===== config.mk =====
export PLATFORM = sky130hd
export DESIGN_NAME = wdt2_top
export DESIGN_NICKNAME = d
export VERILOG_FILES = /design/src/rtl/wdt2_pkg.sv /design/src/rtl/wdt2_counter.sv /design/src/rtl/wdt2_supervisor.sv /design/src/rtl/wdt2_top.sv
export SDC_FILE = /design/constraint.sdc
export NUM_CORES = 1
export LEC_CHECK = 0
export BUFFER_PORTS_ARGS = -buffer_cell sky130_fd_sc_hd__buf_2
export CAP_MARGIN = 0
export CORE_MARGIN = 3
export CORE_UTILIZATION = 50
export DETAILED_ROUTE_END_ITERATION = 16
export HOLD_SLACK_MARGIN = 0.03
export PLACE_DENSITY = 0.69
export SLEW_MARGIN = 20
export SYNTH_ARGS = -nofsm -noshare
export SYNTH_HDL_FRONTEND = slang
export SYNTH_SLANG_ARGS = --single-unit

===== constraint.sdc =====
create_clock -name clk -period 5.5 [get_ports clk]
set_clock_uncertainty 0.2 [all_clocks]
set_input_delay 0.825 -clock clk [delete_from_list [all_inputs] [get_ports clk]]
set_output_delay 0.825 -clock clk [all_outputs]
set_load 0.05 [all_outputs]

===== src/rtl/wdt2_pkg.sv =====
package wdt2_pkg;

    localparam int CNT_W = 16;

    typedef logic [CNT_W-1:0] cnt_t;

    localparam cnt_t CNT_TOP  = '1;
    localparam cnt_t CNT_ZERO = '0;

    typedef struct packed {
        logic arm;
        logic warn;
        logic bite;
    } sup_flags_t;

    localparam sup_flags_t FLAGS_CLEAR = '{arm: 1'b0, warn: 1'b0, bite: 1'b0};

    // True when the next tick lands on a checkpoint (BFFFh or 3FFFh):
    // the count is 4000h or C000h.
    function automatic logic next_is_ckpt(input cnt_t c);
        return (c[CNT_W-3:0] == '0) && c[CNT_W-2];
    endfunction

endpackage


===== src/rtl/wdt2_counter.sv =====
module wdt2_counter
    import wdt2_pkg::*;
(
    input  logic clk,
    input  logic rst,
    input  logic backup_enter,
    input  logic tick_en,
    output logic uf_pulse,
    output logic ckpt_hit
);

    cnt_t count_q;
    logic uf_q;

    always_ff @(posedge clk) begin
        if (rst || backup_enter) begin
            count_q <= CNT_TOP;
            uf_q    <= 1'b0;
        end else if (tick_en) begin
            if (count_q == CNT_ZERO) begin
                count_q <= CNT_TOP;
                uf_q    <= 1'b1;
            end else begin
                count_q <= count_q - 1'b1;
                uf_q    <= 1'b0;
            end
        end else begin
            uf_q <= 1'b0;
        end
    end

    assign uf_pulse = uf_q;
    assign ckpt_hit = tick_en && next_is_ckpt(count_q);

endmodule


===== src/rtl/wdt2_supervisor.sv =====
module wdt2_supervisor
    import wdt2_pkg::*;
(
    input  logic       clk,
    input  logic       rst,
    input  logic       backup_enter,
    input  logic       svc_strobe,
    input  logic       ckpt_hit,
    output sup_flags_t flags,
    output logic       hold_low
);

    sup_flags_t flags_q;
    sup_flags_t flags_d;
    logic       hold_q;
    logic       live_hit;

    assign live_hit = ckpt_hit && flags_q.arm;

    always_comb begin
        flags_d = flags_q;
        if (svc_strobe) begin
            flags_d.arm  = 1'b1;
            flags_d.warn = live_hit;   // service wins; a coinciding checkpoint opens a new window
        end else if (live_hit) begin
            flags_d.warn = 1'b1;
            if (flags_q.warn) begin
                flags_d.bite = 1'b1;
            end
        end
    end

    always_ff @(posedge clk) begin
        if (rst) begin
            flags_q <= FLAGS_CLEAR;
            hold_q  <= 1'b0;
        end else if (backup_enter) begin
            flags_q <= FLAGS_CLEAR;
        end else begin
            flags_q <= flags_d;
            if (flags_d.bite) begin
                hold_q <= 1'b1;
            end
        end
    end

    assign flags    = flags_q;
    assign hold_low = hold_q;

endmodule


===== src/rtl/wdt2_top.sv =====
module wdt2_top
    import wdt2_pkg::*;
(
    input  logic clk,
    input  logic rst,
    input  logic tick_en,
    input  logic svc_strobe,
    input  logic backup_enter,
    output logic uf_pulse,
    output logic arm_flag,
    output logic warn_flag,
    output logic bite_flag,
    output logic sys_rst_n_out
);

    logic       ckpt_hit;
    sup_flags_t flags;
    logic       hold_low;

    wdt2_counter u_counter (
        .clk          (clk),
        .rst          (rst),
        .backup_enter (backup_enter),
        .tick_en      (tick_en),
        .uf_pulse     (uf_pulse),
        .ckpt_hit     (ckpt_hit)
    );

    wdt2_supervisor u_super (
        .clk          (clk),
        .rst          (rst),
        .backup_enter (backup_enter),
        .svc_strobe   (svc_strobe),
        .ckpt_hit     (ckpt_hit),
        .flags        (flags),
        .hold_low     (hold_low)
    );

    assign arm_flag      = flags.arm;
    assign warn_flag     = flags.warn;
    assign bite_flag     = flags.bite;
    assign sys_rst_n_out = !hold_low;

endmodule


==> results.py, run 1 <==
metrics = {
    "critical_path": {
        "critical_path.top_delay_family": "simple AND/OR/NAND/NOR gates",
        "slowest_stage": "or4b_1",
        "slowest_delay_ps": 510,
        "path_cells": "buf_2 > nor3b_1 > nand4_1 > or4b_1 > nand3_1",
        "crit_type": "input pin to flip-flop",
        "crit_buf_inv": 1,
        "worstPathMaxFanout": 8,
        "worstSetupEndpointType": "flip-flop",
        "cp.required_ps": 5540,
        "crit_path_start_kind": "input pin",
        "crit_arrival_ps": 2180,
    },
    "layout": {
        "final_nets": 122,
        "fin_area_sq_um": 1064,
        "syn2layout_area_growth_pct": 8.005,
        "drive_gt1_share_pct": 17.54,
        "antenna_cells": 0,
        "fillers": 171,
    },
    "global_routing": {
        "grt_max_degree": 16,
        "grt_pass1_wl_um": 2946,
        "grt.overflow.total": 0,
        "antenna_found_initial": 0,
        "grt_pass1_vias": 676,
        "grt_use_total_pct": 14.94,
    },
    "clock_network": {
        "cts_hold_buf": 0,
        "cts_root_buffer": "clkbuf_4",
        "clockBufferDepth": 2,
        "cts.sinks": 21,
        "clock_latency_ps": 290,
        "numCtsBuffers": 3,
        "clk_pin_slew_worst_paths_ps": 110,
        "cts_tree": "done",
        "h-tree-depth": 1,
        "cts_setup_buffers": 0,
        "cts_resized": 0,
    },
    "sta": {
        "rsz0062_at_grt": "false",
        "finalSetupTns_ps": 0,
        "fin_crit_sh_pct": 38.96,
        "worst_slew_pin_slew_ps": 493.4,
        "slew_headroom_pct": 66.98,
        "setup_viol": 0,
        "fmax_mhz": 466.7,
        "drv_slew": 0,
        "layout_min_cycle_time_ps": 2143,
        "hold_violations": 0,
    },
    "route": {
        "drt_wl_total_um": 1669,
        "vias": 721,
        "vias_per_cell": 5.187,
        "drtIter0Drc": 9,
        "wire_per_inst_um": 12.01,
        "dr.pass1.iters": 4,
        "ant_nets": 0,
        "drc": 0,
    },
    "floorplan": {
        "num_rows": 15,
        "io_pins": 10,
        "die-area_sq_um": 2538,
        "start_util_pct": 55.23,
        "die_w_um": 50.38,
        "die_y_um": 50.38,
        "core_area_sq_um": 1783,
    },
    "power_and_ir_drop": {
        "power_density_nw_per_um2": 220.4,
        "leakage_nw": 0.3799,
        "p_int_mw": 0.1836,
        "p_sw_mw": 0.05075,
        "ir_drop_mv": 0.1466,
        "p_sw_share_pct": 21.65,
        "p_clk_share_pct": 30.2,
        "seq_power_share_pct": 65.8,
        "comb_power_share_pct": 4.0,
    },
    "place": {
        "placed_area_sq_um": 1036,
        "io_buffers": 9,
        "gp_congestion": 0.7770,
        "dp_hpwl_um": 1263,
    },
    "synthesis": {
        "syn_inst": 105,
        "netlist.area_leader.share_pct": 42.69,
        "yosysWarnings": 0,
        "synth-seq-area-share_pct": 42.69,
        "synth.distinct_cells": 32,
        "yosys_register_bits": 21,
        "yosys-top-cells-area": "dfxtp_1 (43%), nand2_1 (7.2%), xor2_1 (7.1%)",
        "syn-num-nets": 112,
        "synthesis.area_sq_um": 984.7,
        "synth.largest_area_cell": "dfxtp_1",
        "postSynthAreaPerCell_sq_um": 9.378,
    },
    "min_path": {
        "hold_class": "flip-flop to flip-flop",
    },
    "flow_run": {
        "maxCapViolCount": 0,
    },
    "run_status": {
        "outcome": "finished, final reports clean",
    },
}
## layout make-up
| class | instances | area, sq um | area share, % |
|---|---|---|---|
| Timing Repair Buffer | 9 | 45.04 | 4.235 |
| Clock inverter | 1 | 5.005 | 0.4706 |
| Clock buffer | 3 | 22.52 | 2.118 |
| Tap cell | 25 | 31.28 | 2.941 |
| Inverter | 5 | 18.77 | 1.765 |
| Sequential cell | 21 | 420.4 | 39.53 |
| Multi-Input combinational cell | 75 | 520.5 | 48.94 |
## registers in the layout, indices dropped and copies added, names as in the netlist
| name | count |
|---|---|
| u_super.flags | 3 |
| u_super.hold_low | 1 |
| u_counter.uf_pulse | 1 |
| u_counter.count_q | 16 |
## routing by layer
layer  track usage (%)  routed length (um)
met1             20.40                 867
met2             23.48                 727
met3             3.561                  60
met4             4.036                  14
met5                 0                   0
## through the flow
step / total power, mW / setup WS, ps / utilization, % / hold slack [ps] / instances
5_1_grt: 0.2448 / 3271 / 59.65 / 299.6 / 139
2_1_floorplan: 0.1652 / 3196 / - / 265.0 / 105
3_5_place_dp: 0.1673 / 3040 / 58.11 / 238.0 / 135
3_3_place_gp: 0.1669 / 3146 / 58.11 / 233.3 / 135
4_1_cts: 0.2373 / 3348 / 59.65 / 255.6 / 139
6_report: 0.2344 / 3357 / 59.65 / 252.3 / 139
## worst register-to-register path, stage by stage (launching register included)
cell and delay [ps]:
dfxtp_1 390, nor4_4 530, nand4_1 240, or4b_1 510, nand3_1 90
## path summary, 6_finish.rpt
| path | startpoint | end | slack (ps) | cells past startpoint |
|---|---|---|---|---|
| setup reg to reg | u_counter.count_q[4]$_SDFFE_PP1P_ | u_counter.count_q[15]$_SDFFE_PP1P_ | 3490 | 4 |
| hold / removal | u_super.hold_low$_SDFFE_PP0P_ | u_super.hold_low$_SDFFE_PP0P_ | 250 | 2 |
| setup / recovery | tick_en | u_counter.count_q[15]$_SDFFE_PP1P_ | 3360 | 5 |
| hold reg to reg | u_super.hold_low$_SDFFE_PP0P_ | u_super.hold_low$_SDFFE_PP0P_ | 250 | 2 |
## synthesized netlist by cell type, drive strengths merged
cell / number
xor2: 8
o41a: 1
o2bb2ai: 1
or3: 1
and2: 2
nor3b: 1
nand3: 3
nand2b: 1
clkbuf: 3
nor4b: 2
or4b: 2
nand4: 6
dfxtp: 21
nand2: 19
nor4: 3
inv: 5
o21ai: 2
nor3: 3
ha: 2
nor2: 7
xnor2: 6
and4bb: 1
buf: 1
o41ai: 1
and4b: 1
o21a: 1
o31ai: 1
## power by group through the flow
stage	sequential, mW	combinational [mW]	clock (mW)
5_1_grt	0.155	0.0104	0.0798
3_3_place_gp	0.158	0.00932	0
4_1_cts	0.154	0.00962	0.0735
6_report	0.154	0.00945	0.0707
3_5_place_dp	0.158	0.00968	0
2_1_floorplan	0.158	0.00714	0
## kinds of logic (layout without fill, tap and decap cells)
| kind of cell | after synthesis | after routing | share of synthesized area, % |
|---|---|---|---|
| buffers and inverters | 9 | 18 | 4.447 |
| AOI/OAI and AO/OA | 7 | 7 | 6.481 |
| xor gates and xnor gates | 14 | 14 | 12.45 |
| DFF | 21 | 21 | 42.69 |
| and+or+nand+nor | 52 | 52 | 31.39 |
| adders and majority gates | 2 | 2 | 2.541 |
## cells in the final DEF (no fill, tap or decap)
cell type | netlist | routed
xnor2_1 | 6 | 6
nor4_1 | 1 | 1
nand2b_1 | 1 | 1
and4bb_2 | 1 | 1
or3_2 | 1 | 1
clkinv_2 | 0 | 1
or4b_4 | 1 | 1
xor2_1 | 8 | 8
nor3_1 | 3 | 3
nor3b_1 | 1 | 1
clkbuf_4 | 0 | 3
nand4_1 | 5 | 5
nor4b_1 | 2 | 2
o21a_1 | 1 | 1
o41ai_1 | 1 | 1
o31ai_1 | 1 | 1
inv_1 | 5 | 5
nor4_4 | 1 | 1
nor4_2 | 1 | 1
buf_2 | 0 | 9
ha_1 | 2 | 2
o2bb2ai_1 | 1 | 1
and4b_1 | 1 | 1
nor2_1 | 7 | 7
o41a_4 | 1 | 1
or4b_1 | 1 | 1
nand4_2 | 1 | 1
dfxtp_1 | 21 | 21
nand3_1 | 3 | 3
o21ai_0 | 2 | 2
nand2_1 | 19 | 19
and2_1 | 2 | 2
No activity file was read; power rests on OpenSTA's default activity.
==> inputs of run 2 (changes only) <==
Clock period 5.5 ns to 2.22 ns, I/O delays scaled along.
==> results.py, run 2 (synthesis results as in run 1) <==
metrics = {
    "route": {
        "vias": 740,
        "ant_nets": 0,
        "drc": 0,
        "dr.pass1.iters": 4,
        "drtIter0Drc": 8,
        "drt_wl_total_um": 1634,
        "vias_per_cell": 5.211,
        "wire_per_inst_um": 11.51,
    },
    "flow_run": {
        "maxCapViolCount": 0,
    },
    "global_routing": {
        "grt_pass1_wl_um": 2898,
        "antenna_found_initial": 0,
        "grtUsageMet1_pct": 19.63,
        "grt_pass1_vias": 664,
        "met2_usage_pct": 22.17,
        "grt_most_used_layer": "met2",
        "grt_use_total_pct": 14.93,
        "grt.overflow.total": 0,
        "grt_max_degree": 16,
        "grtUsageMet3_pct": 3.858,
    },
    "sta": {
        "hold_ws_ps": 37.01,
        "layout_min_cycle_time_ps": 1844,
        "setup_viol": 0,
        "worst_slew_pin_slew_ps": 509.6,
        "hold_violations": 0,
        "finalSetupTns_ps": 0,
        "fin_crit_sh_pct": 83.07,
        "rsz0062_at_grt": "false",
        "drv_slew": 0,
        "slew_headroom_pct": 65.55,
        "fmax_mhz": 542.2,
    },
    "critical_path": {
        "crit_path_start_kind": "flip-flop",
        "r2r_start": "u_counter.count_q[3]$_SDFFE_PP1P_",
        "worstPathMaxFanout": 7,
        "crit_type": "flip-flop to flip-flop",
        "crit_start": "u_counter.count_q[3]$_SDFFE_PP1P_",
        "worstSetupEndpointType": "flip-flop",
        "cp.required_ps": 2270,
        "crit_arrival_ps": 1900,
    },
    "layout": {
        "final_cell_mix": "dfxtp_1 (21), nand2_1 (19), buf_2 (9)",
        "fillers": 146,
        "antenna_cells": 0,
        "final_nets": 125,
        "final_common_cell": "dfxtp_1",
        "syn2layout_area_growth_pct": 10.55,
        "largest_reg_flops": 16,
        "drive_gt1_share_pct": 18.80,
        "top_register": "u_counter.count_q",
        "fin_util_pct": 61.05,
    },
    "min_path": {
        "hold_start": "svc_strobe",
        "hold_class": "input pin to flip-flop",
    },
    "clock_network": {
        "clock_latency_ps": 300,
        "clockBufferDepth": 2,
        "cts_tree": "done",
        "clk_pin_slew_worst_paths_ps": 110,
        "cts.sinks": 21,
        "h-tree-depth": 1,
        "numCtsBuffers": 3,
        "cts_resized": 0,
        "cts_root_buffer": "clkbuf_4",
    },
    "power_and_ir_drop": {
        "p_sw_share_pct": 22.13,
        "p_sw_mw": 0.1300,
        "p_clk_share_pct": 30.6,
        "leakage_nw": 0.3947,
        "ir_drop_mv": 0.3363,
        "p_int_mw": 0.4576,
        "comb_power_share_pct": 4.5,
        "seq_power_share_pct": 65.0,
        "power_density_nw_per_um2": 539.9,
    },
    "place": {
        "dp_hpwl_um": 1207,
        "io_buffers": 9,
        "gp_congestion": 0.8132,
    },
    "floorplan": {
        "die_w_um": 50.38,
        "die-area_sq_um": 2538,
        "core_area_sq_um": 1783,
        "io_pins": 10,
        "start_util_pct": 55.23,
        "die_y_um": 50.38,
        "num_rows": 15,
    },
    "run_status": {
        "outcome": "finished, final reports clean",
    },
}
[run 2: cell types whose count changed in the layout (fill, tap and decap cells not counted), sizes merged]
cell / before / now
dlygate4sd3: 0 / 1
buf: 9 / 11
[run 2: final timing paths]
| check | end | slack, ps | cells past startpoint |
|---|---|---|---|
| worst min-delay path | u_super.flags[2]$_SDFFE_PP0P_ | 40 | 2 |
| worst max register to register | u_counter.count_q[15]$_SDFFE_PP1P_ | 380 | 4 |
| worst min register to register | u_super.hold_low$_SDFFE_PP0P_ | 260 | 2 |
| worst max-delay path | u_counter.count_q[15]$_SDFFE_PP1P_ | 380 | 4 |
[run 2: layer usage]
| metal | share of wire [%] | vias up | wire length, um |
|---|---|---|---|
| met2 | 46 | 17 | 751 |
| met1 | 47 | 335 | 762 |
| met4 | 1.9 | 0 | 31 |
| met3 | 5.4 | 4 | 88 |
| li1 | - | 384 | - |
| met5 | 0 | - | 0 |
[run 2: stage by stage]
step	instance area, sq um	instances	power [mW]	setup WS, ps
CTS	1089	142	0.5977	378.8
global route	1089	142	0.6178	263.5
floorplan	984.7	105	0.4092	407.6
global placement	1051	137	0.4147	363.2
finish	1089	142	0.5877	375.8
detailed placement	1051	137	0.4154	305.5
[run 2: layout make-up]
type	count	area [sq um]	share of cell area, %
clock inverters	1	5.005	0.4598
well taps	25	31.28	2.874
multi-input cells	75	520.5	47.82
clock buffers	3	22.52	2.069
repair buffers	12	70.07	6.437
inverters	5	18.77	1.724
flip-flops and latches	21	420.4	38.62
[run 2: what timing repair did]
item                       in CTS  in global routing
setup endpoints to repair       0                  0
hold buffers                    1                  0
hold endpoints to repair        1                  0
buffers inserted                0                  0
[run 2: power groups by stage]
stage	Sequential (mW)	Clock (mW)	Combinational (mW)
detailed placement	0.390	0	0.0251
global route	0.383	0.207	0.0285
global placement	0.390	0	0.0244
floorplan	0.391	0	0.0177
finish	0.382	0.180	0.0262
CTS	0.382	0.189	0.0265
[run 2: critical path: stages (launching register included)]
cell and delay (ps):
dfxtp_1 400, nor3b_1 400, nand4_1 210, or4b_1 500, nand3_1 90
